## config.mk

```make
export PLATFORM = sky130hd
export DESIGN_NAME = burst_addr_gen
export DESIGN_NICKNAME = d
export VERILOG_FILES = /design/src/rtl/burst_pkg.sv /design/src/rtl/burst_seed_reg.sv /design/src/rtl/burst_beat_ctr.sv /design/src/rtl/burst_order_map.sv /design/src/rtl/burst_addr_gen.sv
export SDC_FILE = /design/constraint.sdc
export NUM_CORES = 1
export LEC_CHECK = 0
export BUFFER_PORTS_ARGS = -buffer_cell sky130_fd_sc_hd__buf_4
export CORE_AREA = 4 4 41 43
export CTS_BUF_LIST = sky130_fd_sc_hd__clkbuf_4
export CTS_CLUSTER_DIAMETER = 50
export DETAILED_ROUTE_END_ITERATION = 16
export DIE_AREA = 0 0 45 47
export SLEW_MARGIN = 5
export SYNTH_ARGS = -nofsm -noshare
export SYNTH_HDL_FRONTEND = slang
export SYNTH_SLANG_ARGS = --single-unit
```

## constraint.sdc

```tcl
create_clock -name clk_i -period 1.72 [get_ports clk_i]
set_input_delay 0.344 -clock clk_i [delete_from_list [all_inputs] [get_ports clk_i]]
set_output_delay 0.344 -clock clk_i [all_outputs]
set_load 0.005 [all_outputs]
```

## src/rtl/burst_pkg.sv

```systemverilog
package burst_pkg;
  localparam int unsigned OFS_W = 2;

  typedef enum logic {
    ORD_LINEAR     = 1'b0,
    ORD_INTERLEAVE = 1'b1
  } order_e;

  function automatic logic [OFS_W-1:0] beat_offset(
    input order_e             ord,
    input logic [OFS_W-1:0]   base,
    input logic [OFS_W-1:0]   beat
  );
    if (ord == ORD_INTERLEAVE) return base ^ beat;
    return base + beat;
  endfunction
endpackage

```

## src/rtl/burst_seed_reg.sv

```systemverilog
module burst_seed_reg #(
  parameter int unsigned ADDR_W = 8,
  parameter int unsigned OFS_W  = 2,
  localparam int unsigned UP_W  = ADDR_W - OFS_W
) (
  input  logic              clk_i,
  input  logic              rst_ni,
  input  logic              load_i,
  input  logic [ADDR_W-1:0] start_addr_i,
  output logic [UP_W-1:0]   upper_o,
  output logic [OFS_W-1:0]  base_o
);
  always_ff @(posedge clk_i or negedge rst_ni) begin
    if (!rst_ni) begin
      upper_o <= '0;
      base_o  <= '0;
    end else if (load_i) begin
      upper_o <= start_addr_i[ADDR_W-1:OFS_W];
      base_o  <= start_addr_i[OFS_W-1:0];
    end
  end


  upper_hold_chk: assert property (@(posedge clk_i) disable iff (!rst_ni)
    !load_i |=> $stable(upper_o));
endmodule

```

## src/rtl/burst_beat_ctr.sv

```systemverilog
module burst_beat_ctr #(
  parameter int unsigned OFS_W = 2
) (
  input  logic             clk_i,
  input  logic             rst_ni,
  input  logic             load_i,
  input  logic             adv_i,
  input  logic             adv_hold_i,
  output logic [OFS_W-1:0] beat_o
);
  logic step;
  assign step = adv_i & ~adv_hold_i & ~load_i;

  always_ff @(posedge clk_i or negedge rst_ni) begin
    if (!rst_ni)     beat_o <= '0;
    else if (load_i) beat_o <= '0;
    else if (step)   beat_o <= beat_o + 1'b1;
  end


  load_clears_beat_chk: assert property (@(posedge clk_i) disable iff (!rst_ni)
    load_i |=> beat_o == '0);

  beat_step_chk: assert property (@(posedge clk_i) disable iff (!rst_ni)
    (adv_i && !adv_hold_i && !load_i) |=> beat_o == $past(beat_o) + 1'b1);

  beat_hold_chk: assert property (@(posedge clk_i) disable iff (!rst_ni)
    (!load_i && (!adv_i || adv_hold_i)) |=> $stable(beat_o));
endmodule

```

## src/rtl/burst_order_map.sv

```systemverilog
module burst_order_map
  import burst_pkg::*;
#(
  parameter int unsigned W = 2
) (
  input  logic         mode_i,
  input  logic [W-1:0] base_i,
  input  logic [W-1:0] beat_i,
  output logic [W-1:0] ofs_o
);
  order_e ord;
  assign ord   = order_e'(mode_i);
  assign ofs_o = beat_offset(ord, base_i, beat_i);
endmodule

```

## src/rtl/burst_addr_gen.sv

```systemverilog
module burst_addr_gen
  import burst_pkg::*;
#(
  parameter int unsigned ADDR_W = 8,
  localparam int unsigned UP_W  = ADDR_W - OFS_W
) (
  input  logic              clk_i,
  input  logic              rst_ni,
  input  logic              mode_i,
  input  logic              load_i,
  input  logic [ADDR_W-1:0] start_addr_i,
  input  logic              adv_i,
  input  logic              adv_hold_i,
  output logic [ADDR_W-1:0] addr_o
);
  logic [UP_W-1:0]  upper;
  logic [OFS_W-1:0] base, beat, ofs;

  burst_seed_reg #(.ADDR_W(ADDR_W), .OFS_W(OFS_W)) u_seed (
    .clk_i, .rst_ni, .load_i, .start_addr_i,
    .upper_o(upper), .base_o(base)
  );

  burst_beat_ctr #(.OFS_W(OFS_W)) u_beat (
    .clk_i, .rst_ni, .load_i, .adv_i, .adv_hold_i, .beat_o(beat)
  );

  burst_order_map #(.W(OFS_W)) u_map (
    .mode_i, .base_i(base), .beat_i(beat), .ofs_o(ofs)
  );

  assign addr_o = {upper, ofs};


  load_shows_start_chk: assert property (@(posedge clk_i) disable iff (!rst_ni)
    load_i |=> addr_o == $past(start_addr_i));

  idle_addr_stable_chk: assert property (@(posedge clk_i) disable iff (!rst_ni)
    (!load_i && !adv_i && $stable(mode_i)) |=> $stable(addr_o));
endmodule

```

* After elaboration in Yosys (flattened, before gate mapping)
Cells that the tools add are included. W data, S select, Z words.
Word-level totals: input bits 14, word-level logic and storage cells 16, output and inout bits 8, register bits 10
Cells by class: bitwise operators 5, $add $sub $neg 2, reductions and logical operators 1, muxes and demuxes 5
Operators by type and width (count):
- $mux W2 | 4
- $add A2 B1 Y2 const B | 1
- $add A2 B2 Y2 | 1
- $and A1 B1 Y1 | 2
- $not A1 Y1 | 2
- $reduce_bool A2 Y1 | 1
- $xor A2 B2 Y2 | 1
- $mux W1 | 1

* Longest topological paths before layout
Gate-level depths: netlist of run 1.
word-level depth 5, depth in mapped cells 3, depth with buffers taken out 3

* By module
From an unflattened synthesis of run 1, not the netlist that was laid out.
Second synthesis, totals: cells, all modules 29, area total of the unflattened synthesis 459.2 um^2
Modules (own cells, without submodules):
- burst_seed_reg | area an instance 331.6 um^2, times used 1, seq. area each 200.2 um^2, cells each 17
- burst_beat_ctr | area an instance 91.3 um^2, times used 1, seq. area each 50.0 um^2, cells each 8
- burst_order_map | area an instance 36.3 um^2, times used 1, seq. area each 0.0 um^2, cells each 4

* Worst setup path after synthesis of run 1
No wires, ideal clock.
kind register to output, from register u_beat.beat_o[0], to output port addr_o[1], required time 1376 ps, slack 543 ps, arrival time 833 ps, cell stages (with the launch flop) 4, path buffers 0, path through dfrtp_1 ha_1 nor2b_1 xnor2_1
On the way: word-level cells in the longest chain between the ends 2
RTL lines:
- start, declared | RTL line burst_beat_ctr.sv:9 | output logic [OFS_W-1:0] beat_o
- start signal, assigned | RTL line burst_beat_ctr.sv:17 | else if (step) beat_o <= beat_o + 1'b1;
- $add A2 B2 Y2 | RTL line burst_pkg.sv:15 | return base + beat;
- $mux W2 | RTL line burst_pkg.sv:15
- end, declared | RTL line burst_addr_gen.sv:14 | output logic [ADDR_W-1:0] addr_o
Every way passes these cells.

* Worst setup path in the final report of run 1
Ends and elaborated chain as after synthesis.

==> flow_summary_export.csv, run 1 <==
group,metric,value,unit
cells_and_area,post-route-util,50.6,%
logic_synthesis,ys_ff_latch,10,
cts,cts_tree,"yes",
cts,clk_latency,260,ps
critical_path,crit_path_start_kind,"register",
cts,cts_made_buffers,3,
cts,post_cts_resized,0,
cells_and_area,antennaDiodeCount,0,
cts,root_buffer,"clkbuf_4",
logic_synthesis,synth_top_family_by_area,"multiplexers",
die,fp.dieH,47,um
critical_path,crit_start,"u_beat.beat_o[0]",
timing,worst_slew_pin_slew,184,ps
power_and_ir_drop,leakagePower,0.333,nW
die,ios,22,
die,die_area,2120,um^2
grt,grt_pass1_vias,349,
timing,max_freq,0.631,GHz
die,rows,13,
timing,max_slew_margin,87.6,%
critical_path,reg2reg_to,"u_beat.beat_o[1]",
cells_and_area,nFillCells,126,
logic_synthesis,yosysWarningCount,0,
timing,fin_tns_setup,0,ps
logic_synthesis,syn_inst,29,
grt,overflow,0,
logic_synthesis,synthAdderAreaFrac,2.74,%
grt,grt_max_degree,11,
route,drtPass1Iterations,1,
timing,rsz0062_at_grt,"no",
timing,period_minus_slack,1580,ps
critical_path,required,1380,ps
logic_synthesis,synth_xor_area_share,7.67,%
critical_path,end_kind,"output pin",
logic_synthesis,syn-num-nets,44,
power_and_ir_drop,powerDensity,844,nW/um^2
hold_path,hp-class,"in -> reg",
cts,cts.sinks,10,
place,port_buffers,21,
logic_synthesis,synth_top_area_share,54.8,%
place,dp_hpwl,759,um
route,finalWirelength,962,um
critical_path,r2r_cells,3,
logic_synthesis,muxShareOfSynthArea,26.3,%
critical_path,cp.arrival,1240,ps
timing,setup_viol,0,
logic_synthesis,syn_area,457,um^2
flow_run,drv_cap,0,
die,core,1300,um^2
cts,cts_setup_buffers,0,
critical_path,reg2reg_slack,880,ps
grt,antenna_found_initial,0,
cts,clockBufferDepth,2,
route,antenna_left,0,
timing,hold_viol_final,0,
timing,finalMaxSlewViolations,0,
logic_synthesis,syn_area_per_cell,15.7,um^2
timing,min_period_over_period,92.1,%
critical_path,critical_path.endpoint,"addr_o[1]",
critical_path,crit_path_max_fanout,3,
logic_synthesis,synth_simple_gate_area_share,6.03,%
power_and_ir_drop,ir_drop,0.000401,V
logic_synthesis,yosysTopAreaCell,"dfrtp_1",
logic_synthesis,synth-seq-area-share,54.8,%
die,die-width,45,um
critical_path,crit_type,"reg -> out",
cts,cts_hold_buf,1,
grt,grt_pass1_wl,1610,um
cells_and_area,drive_gt1_share,59.3,%
place,gp_congestion,0.762,
status,status,"complete, no violations",
route,first_iter_violations,0,
cts,clkSlewWorstSetupHoldPaths,70,ps
logic_synthesis,synth_compound_area_share,0,%
cells_and_area,final_nets,70,
cts,h-tree-depth,1,
critical_path,r2r-start,"u_beat.beat_o[0]",
route,avgViaCountPerCell,4.46,
route,post_drt_wl_per_cell,13.9,um
timing,skew,5.47,ps
logic_synthesis,ys_types,9,
route,drcViolationCount,0,
grt,grt_usage,11.0,%
power_and_ir_drop,design_power_total,0.555,mW
route,vias,308,
cells_and_area,syn2layout_area_growth,44.1,%
die,start_util,35.1,%
logic_synthesis,synth.area.top_cells,"dfrtp_1, mux2_4, xnor2_1, ha_1, nor2b_1",
-- worst max-delay path: stages, from the launching register on --
cell,delay [ps]
dfrtp_1,410
ha_1,180
nor2b_1,130
xnor2_1,140
buf_4,130
-- how the worst min path moves through the flow --
stage	from	endpoint	slack (ps)	cells past startpoint
detailed placement	rst_ni	u_seed.upper_o[1]	180	1
finish	start_addr_i[4]	u_seed.upper_o[2]	310	2
global route	start_addr_i[7]	u_seed.upper_o[5]	300	2
global placement	rst_ni	u_seed.upper_o[0]	180	1
floorplan	rst_ni	u_beat.beat_o[0]	50	0
CTS	start_addr_i[4]	u_seed.upper_o[2]	300	2
-- final cells by class --
type                       count  area, um^2  area share [%]
clock inverter                 1        3.75           0.570
tap                           15        18.8            2.85
timing repair buffer          22         168            25.5
clock buffer                   3        22.5            3.42
multi-input combinational     18         195            29.7
sequential                    10         250            38.0
-- report_power, final --
part / internal (mW) / switching [mW] / leakage [nW]
clock network: 0.0836 / 0.0775 / 0.0154
logic: 0.0846 / 0.0384 / 0.197
registers: 0.257 / 0.0144 / 0.121
-- cells in the final DEF (no fill, tap or decap) --
cell type,count
ha_1,1
xnor2_1,3
nor2_1,2
nand3b_1,1
clkbuf_4,3
nor2b_1,2
buf_4,21
xor2_1,1
dfrtp_1,10
mux2_4,8
clkinv_1,1
dlygate4sd3_1,1
-- sequential cells by signal (all words and copies together), names as in the netlist --
signal          flops
u_seed.upper_o      6
u_beat.beat_o       2
u_seed.base_o       2
-- cells in the mapped netlist --
| cell type | count |
|---|---|
| xor2_1 | 1 |
| nand3b_1 | 1 |
| buf_6 | 1 |
| ha_1 | 1 |
| nor2b_1 | 2 |
| dfrtp_1 | 10 |
| mux2_4 | 8 |
| nor2_1 | 2 |
| xnor2_1 | 3 |
-- routing by layer --
layer | part of all wire [%] | global-route usage [%] | routed length (um)
met4 | 0 | 7.02 | 0
met1 | 39 | 13.9 | 373
met5 | 0 | 0 | 0
met2 | 52 | 16.9 | 498
met3 | 9.4 | 2.68 | 90
-- per-stage QoR --
stage / worst slack, ps / hold slack, ps / instances / instance area [um^2]
finish: 135 / 309 / 69 / 658
global route: 57.5 / 303 / 69 / 658
CTS: 102 / 298 / 69 / 658
detailed placement: 397 / 178 / 64 / 622
global placement: 441 / 175 / 64 / 622
floorplan: 543 / 48.4 / 29 / 457
-- logic make-up after synthesis --
logic type	after synthesis
buffers and inverters	1
adder cells (fa/ha/maj)	1
XOR/XNOR	4
flip-flops	10
AND/OR/NAND/NOR	5
multiplexers	8
(Power assumes the default switching activity.)
==> run 2, diff against run 1 <==
--- a/config.mk
+++ b/config.mk
@@ -13,3 +13,4 @@
 export DIE_AREA = 0 0 45 47
-export SLEW_MARGIN = 5
+export PLACE_DENSITY = 0.7
+export SLEW_MARGIN = 30
 export SYNTH_ARGS = -nofsm -noshare
--- a/constraint.sdc
+++ b/constraint.sdc
@@ -3,2 +3,2 @@
 set_output_delay 0.344 -clock clk_i [all_outputs]
-set_load 0.005 [all_outputs]
+set_load 0.01 [all_outputs]
==> run 2 against run 1 <==
Net effect:
- worst setup slack improved by 19 ps
- maximum frequency rose by 1.2%
- via count fell by 0.65%
- sequential power barely moved
- routed wire length fell by 16%
- utilization fell by 0.29 points
- first-iteration DRC count rose by 3
- total power fell by 1.3%
- clock power fell by 8%
- non-clock buffer count did not move
- critical endpoint unchanged
- largest cell class unchanged
- highest routed layer unchanged
==> flow_summary_export.csv, run 2 (synthesis results as in run 1) <==
group,metric,value,unit
timing,hold_viol_final,0,
hold_path,min_to,"u_seed.upper_o[0]",
route,drtPass1Iterations,2,
die,core,1300,um^2
cts,cts.sinks,10,
power_and_ir_drop,combPwrFrac,23.6,%
grt,grt_pass1_wl,1410,um
timing,max_freq,0.639,GHz
cells_and_area,mostFrequentLayoutCells,"buf_4, dfrtp_1, mux2_4",
critical_path,reg2reg_to,"u_beat.beat_o[1]",
place,gp_congestion,0.654,
cells_and_area,drive_gt1_share,60.4,%
timing,finalMaxSlewViolations,0,
route,avgViaCountPerCell,4.50,
cts,h-tree-depth,1,
timing,skew,3.20,ps
grt,grt.busiest_layer,"met2",
power_and_ir_drop,ir_drop,0.000460,V
critical_path,crit_type,"reg -> out",
grt,overflow,0,
route,first_iter_violations,3,
critical_path,crit_path_max_fanout,3,
power_and_ir_drop,powerDensity,838,nW/um^2
timing,period_minus_slack,1570,ps
die,fp.dieH,47,um
power_and_ir_drop,design_power_total,0.548,mW
critical_path,r2r-start,"u_beat.beat_o[0]",
critical_path,end_kind,"output pin",
place,dp_hpwl,639,um
flow_run,drv_cap,0,
critical_path,crit_path_start_kind,"register",
die,die_area,2120,um^2
grt,grt_max_degree,11,
die,die-width,45,um
cells_and_area,stdcell_area,654,um^2
cts,cts_hold_buf,1,
grt,grt_usage,9.69,%
cts,root_buffer,"clkbuf_4",
cells_and_area,antennaDiodeCount,0,
cts,cts_tree,"yes",
critical_path,reg2reg_slack,890,ps
cells_and_area,ff_latch_area,250,um^2
cells_and_area,nFillCells,125,
timing,setup_viol,0,
timing,fin_tns_setup,0,ps
timing,min_period_over_period,91.0,%
cts,clkSlewWorstSetupHoldPaths,60,ps
power_and_ir_drop,leakagePower,0.331,nW
cells_and_area,layout_commonest_cell,"buf_4",
route,finalWirelength,810,um
timing,worst_slew_pin_slew,173,ps
cells_and_area,largest_reg_flops,6,
grt,antenna_found_initial,0,
cts,clk_latency,250,ps
cells_and_area,reg_top3,"u_seed.upper_o: 6 flops, u_beat.beat_o: 2 flops, u_seed.base_o: 2 flops",
hold_path,min_from,"start_addr_i[2]",
grt,met3_usage,4.60,%
power_and_ir_drop,pwr-share-seq,49.4,%
cells_and_area,final_nets,70,
timing,rsz0062_at_grt,"no",
power_and_ir_drop,p_int,0.422,mW
cells_and_area,top_register,"u_seed.upper_o",
grt,grt.met1_usage,12.5,%
hold_path,hp-class,"in -> reg",
place,port_buffers,21,
cts,cts_setup_buffers,0,
power_and_ir_drop,clockPowerShare,27.0,%
critical_path,required,1380,ps
die,ios,22,
cts,clockBufferDepth,2,
cts,cts_made_buffers,3,
route,post_drt_wl_per_cell,11.9,um
cells_and_area,syn2layout_area_growth,43.3,%
grt,grt_pass1_vias,328,
die,start_util,35.1,%
critical_path,cp.arrival,1220,ps
timing,max_slew_margin,88.4,%
cells_and_area,multiInputGateArea,195,um^2
route,antenna_left,0,
route,drcViolationCount,0,
hold_path,whs_path_depth,2,
die,rows,13,
status,status,"complete, no violations",
power_and_ir_drop,p_sw,0.126,mW
critical_path,r2r_cells,3,
place,dpl_cell_area,622,um^2
cts,post_cts_resized,0,
route,vias,306,
power_and_ir_drop,switching_share,22.9,%
grt,grt_use_met2,13.3,%
run 2: changes by cell type in the layout (fill, tap and decap cells not counted):
cell / previous run / this run
clkinv_1: 1 / 0
run 2: layout make-up:
| type | count | share of cell area, % |
|---|---|---|
| Timing Repair Buffer | 22 | 25.6 |
| Sequential cell | 10 | 38.2 |
| Clock buffer | 3 | 3.44 |
| Multi-Input combinational cell | 18 | 29.8 |
| Tap cell | 15 | 2.87 |
run 2: worst max path at each step:
| stage | from | endpoint | slack (ps) | cells past startpoint |
|---|---|---|---|---|
| finish | u_beat.beat_o[0] | addr_o[1] | 150 | 4 |
| detailed placement | u_beat.beat_o[0] | addr_o[1] | 420 | 4 |
| global placement | u_beat.beat_o[0] | addr_o[1] | 430 | 4 |
| CTS | u_beat.beat_o[0] | addr_o[1] | 140 | 4 |
| global route | u_beat.beat_o[0] | addr_o[1] | 60 | 4 |
| floorplan | u_beat.beat_o[0] | addr_o[1] | 470 | 3 |
run 2: routing by layer:
layer	vias to the layer above	share of wire (%)
met5	-	0
li1	145	-
met2	22	39
met3	0	16
met4	0	0
met1	139	44
run 2: metrics by stage:
step	cells	utilization (%)	hold slack [ps]	setup WS [ps]
6_report	68	50.3	317	154
5_1_grt	68	50.3	306	64.1
4_1_cts	68	50.3	311	135
3_5_place_dp	64	47.8	179	415
3_3_place_gp	64	47.8	176	428
2_1_floorplan	29	-	48.4	468
run 2: power by group through the flow:
| stage | Clock (mW) | Combinational (mW) | Sequential, mW |
|---|---|---|---|
| 4_1_cts | 0.155 | 0.132 | 0.271 |
| 6_report | 0.148 | 0.129 | 0.271 |
| 5_1_grt | 0.169 | 0.141 | 0.274 |
| 2_1_floorplan | 0 | 0.0595 | 0.280 |
| 3_3_place_gp | 0 | 0.129 | 0.275 |
| 3_5_place_dp | 0 | 0.131 | 0.274 |
run 2: worst max-delay path: stages (launching register included):
cell and delay [ps]:
dfrtp_1 400, ha_1 180, nor2b_1 130, xnor2_1 120, buf_4 130
==> run 3, diff against run 2 <==
Clock period 1.72 ns to 1.86 ns, I/O delays scaled along.
==> run 3 against run 2 <==
Net effect:
- register-to-register slack gained 130 ps
- design area rose by 0.57%
- clock-buffer cell count unchanged
==> flow_summary_export.csv, run 3 (synthesis results as in run 1) <==
group,metric,value,unit
status,status,"complete, no violations",
timing,max_freq,0.622,GHz
route,antenna_left,0,
critical_path,required,1490,ps
die,die-width,45,um
cells_and_area,final_nets,70,
timing,setup_viol,0,
cts,clockBufferDepth,2,
place,port_buffers,21,
critical_path,max_stage_delay,410,ps
cts,cts.sinks,10,
timing,hold_viol_final,0,
route,post_drt_wl_per_cell,11.9,um
route,finalWirelength,819,um
grt,grt_max_degree,11,
critical_path,reg2reg_to,"u_beat.beat_o[1]",
timing,whs,337,ps
grt,grt_pass1_wl,1410,um
timing,finalMaxSlewViolations,0,
flow_run,drv_cap,0,
route,avgViaCountPerCell,4.39,
cts,cts_made_buffers,3,
power_and_ir_drop,p_int,0.393,mW
timing,rsz0062_at_grt,"no",
cells_and_area,drive_gt1_share,59.3,%
die,start_util,35.1,%
critical_path,end_kind,"output pin",
route,drcViolationCount,0,
route,drtPass1Iterations,2,
critical_path,crit_path_start_kind,"register",
grt,antenna_found_initial,0,
timing,skew,0.208,ps
power_and_ir_drop,ir_drop,0.000443,V
grt,overflow,0,
grt,grt_pass1_vias,326,
route,first_iter_violations,3,
critical_path,r2r_cells,3,
critical_path,cp.arrival,1240,ps
die,core,1300,um^2
power_and_ir_drop,switching_share,23.9,%
power_and_ir_drop,p_sw,0.124,mW
hold_path,min_from,"start_addr_i[2]",
critical_path,crit_path_max_fanout,3,
cts,clk_latency,260,ps
hold_path,whs_path_depth,2,
cells_and_area,layout_commonest_cell,"buf_4",
power_and_ir_drop,leakagePower,0.333,nW
cells_and_area,mostFrequentLayoutCells,"buf_4, dfrtp_1, mux2_4",
cells_and_area,largest_reg_flops,6,
route,vias,303,
timing,worst_slew_pin_slew,174,ps
critical_path,reg2reg_slack,1020,ps
die,ios,22,
cts,cts_setup_buffers,0,
cells_and_area,post-route-util,50.6,%
die,die_area,2120,um^2
critical_path,crit_chain,"ha_1 -> nor2b_1 -> xnor2_1 -> buf_4",
timing,max_slew_margin,88.4,%
timing,period_minus_slack,1610,ps
critical_path,crit_type,"reg -> out",
die,rows,13,
cells_and_area,antennaDiodeCount,0,
timing,min_period_over_period,86.4,%
critical_path,slowest_stage,"dfrtp_1",
cts,cts_tree,"yes",
cts,root_buffer,"clkbuf_4",
die,fp.dieH,47,um
hold_path,min_to,"u_seed.upper_o[0]",
power_and_ir_drop,clockPowerShare,28.5,%
power_and_ir_drop,powerDensity,786,nW/um^2
cells_and_area,top_register,"u_seed.upper_o",
power_and_ir_drop,pwr-share-seq,48.4,%
grt,grt_usage,9.69,%
power_and_ir_drop,combPwrFrac,23.2,%
cells_and_area,nFillCells,124,
timing,fin_tns_setup,0,ps
cells_and_area,reg_top3,"u_seed.upper_o: 6 flops, u_beat.beat_o: 2 flops, u_seed.base_o: 2 flops",
cts,h-tree-depth,1,
place,gp_congestion,0.652,
cts,clkSlewWorstSetupHoldPaths,70,ps
critical_path,r2r-start,"u_beat.beat_o[0]",
hold_path,hp-class,"in -> reg",
cells_and_area,syn2layout_area_growth,44.1,%
## run 3: critical path: cells and delay by family, from the launching register on
family        cells  cell delay (ps)
xor+xnor          1              120
fa+ha+maj         1              180
buf+inv           1              130
flops             1              410
simple gates      1              130
## run 3: through the flow
stage	area [um^2]	power, mW	setup slack, ps	instances
after floorplan	457	0.314	580	29
after global placement	622	0.374	540	64
after detailed placement	622	0.374	529	64
after CTS	658	0.529	235	69
after global routing	658	0.551	166	69
final	658	0.517	252	69
## run 3: power by group through the flow
stage / clock network, mW / logic, mW / registers [mW]
global placement: 0 / 0.119 / 0.254
detailed placement: 0 / 0.121 / 0.254
global route: 0.166 / 0.131 / 0.253
finish: 0.147 / 0.120 / 0.250
floorplan: 0 / 0.0550 / 0.259
CTS: 0.156 / 0.122 / 0.251
## run 3: worst max-delay path by stage
| stage | from | to | slack [ps] |
|---|---|---|---|
| 6_report | u_beat.beat_o[0] | addr_o[1] | 250 |
| 5_1_grt | u_beat.beat_o[0] | addr_o[1] | 170 |
| 4_1_cts | u_beat.beat_o[0] | addr_o[1] | 230 |
| 3_5_place_dp | u_beat.beat_o[0] | addr_o[1] | 530 |
| 3_3_place_gp | u_beat.beat_o[0] | addr_o[1] | 540 |
| 2_1_floorplan | u_beat.beat_o[0] | addr_o[1] | 580 |
## run 3: layout make-up
class                           instances  area, um^2  share of cell area [%]
Clock inverter                          1        3.75                   0.570
Multi-Input combinational cell         18         195                    29.7
Clock buffer                            3        22.5                    3.42
Timing Repair Buffer                   22         168                    25.5
Tap cell                               15        18.8                    2.85
Sequential cell                        10         250                    38.0
## run 3: timing repair
action | 4_1_cts | 5_1_grt
endpoints found under the hold margin | 10 | 0
setup endpoints to repair | 0 | 0
gates resized for setup | 0 | 0
hold buffers | 1 | 0
## run 3: metal layers
metal  track usage (%)  share of wire, %  wire length [um]  up-vias
li1                  -                 -                 -      146
met1              12.3                45               368      135
met2              13.0                39               321       22
met3              5.36                16               130        0
met4              5.26                 0                 0        0
met5                 0                 0                 0        -
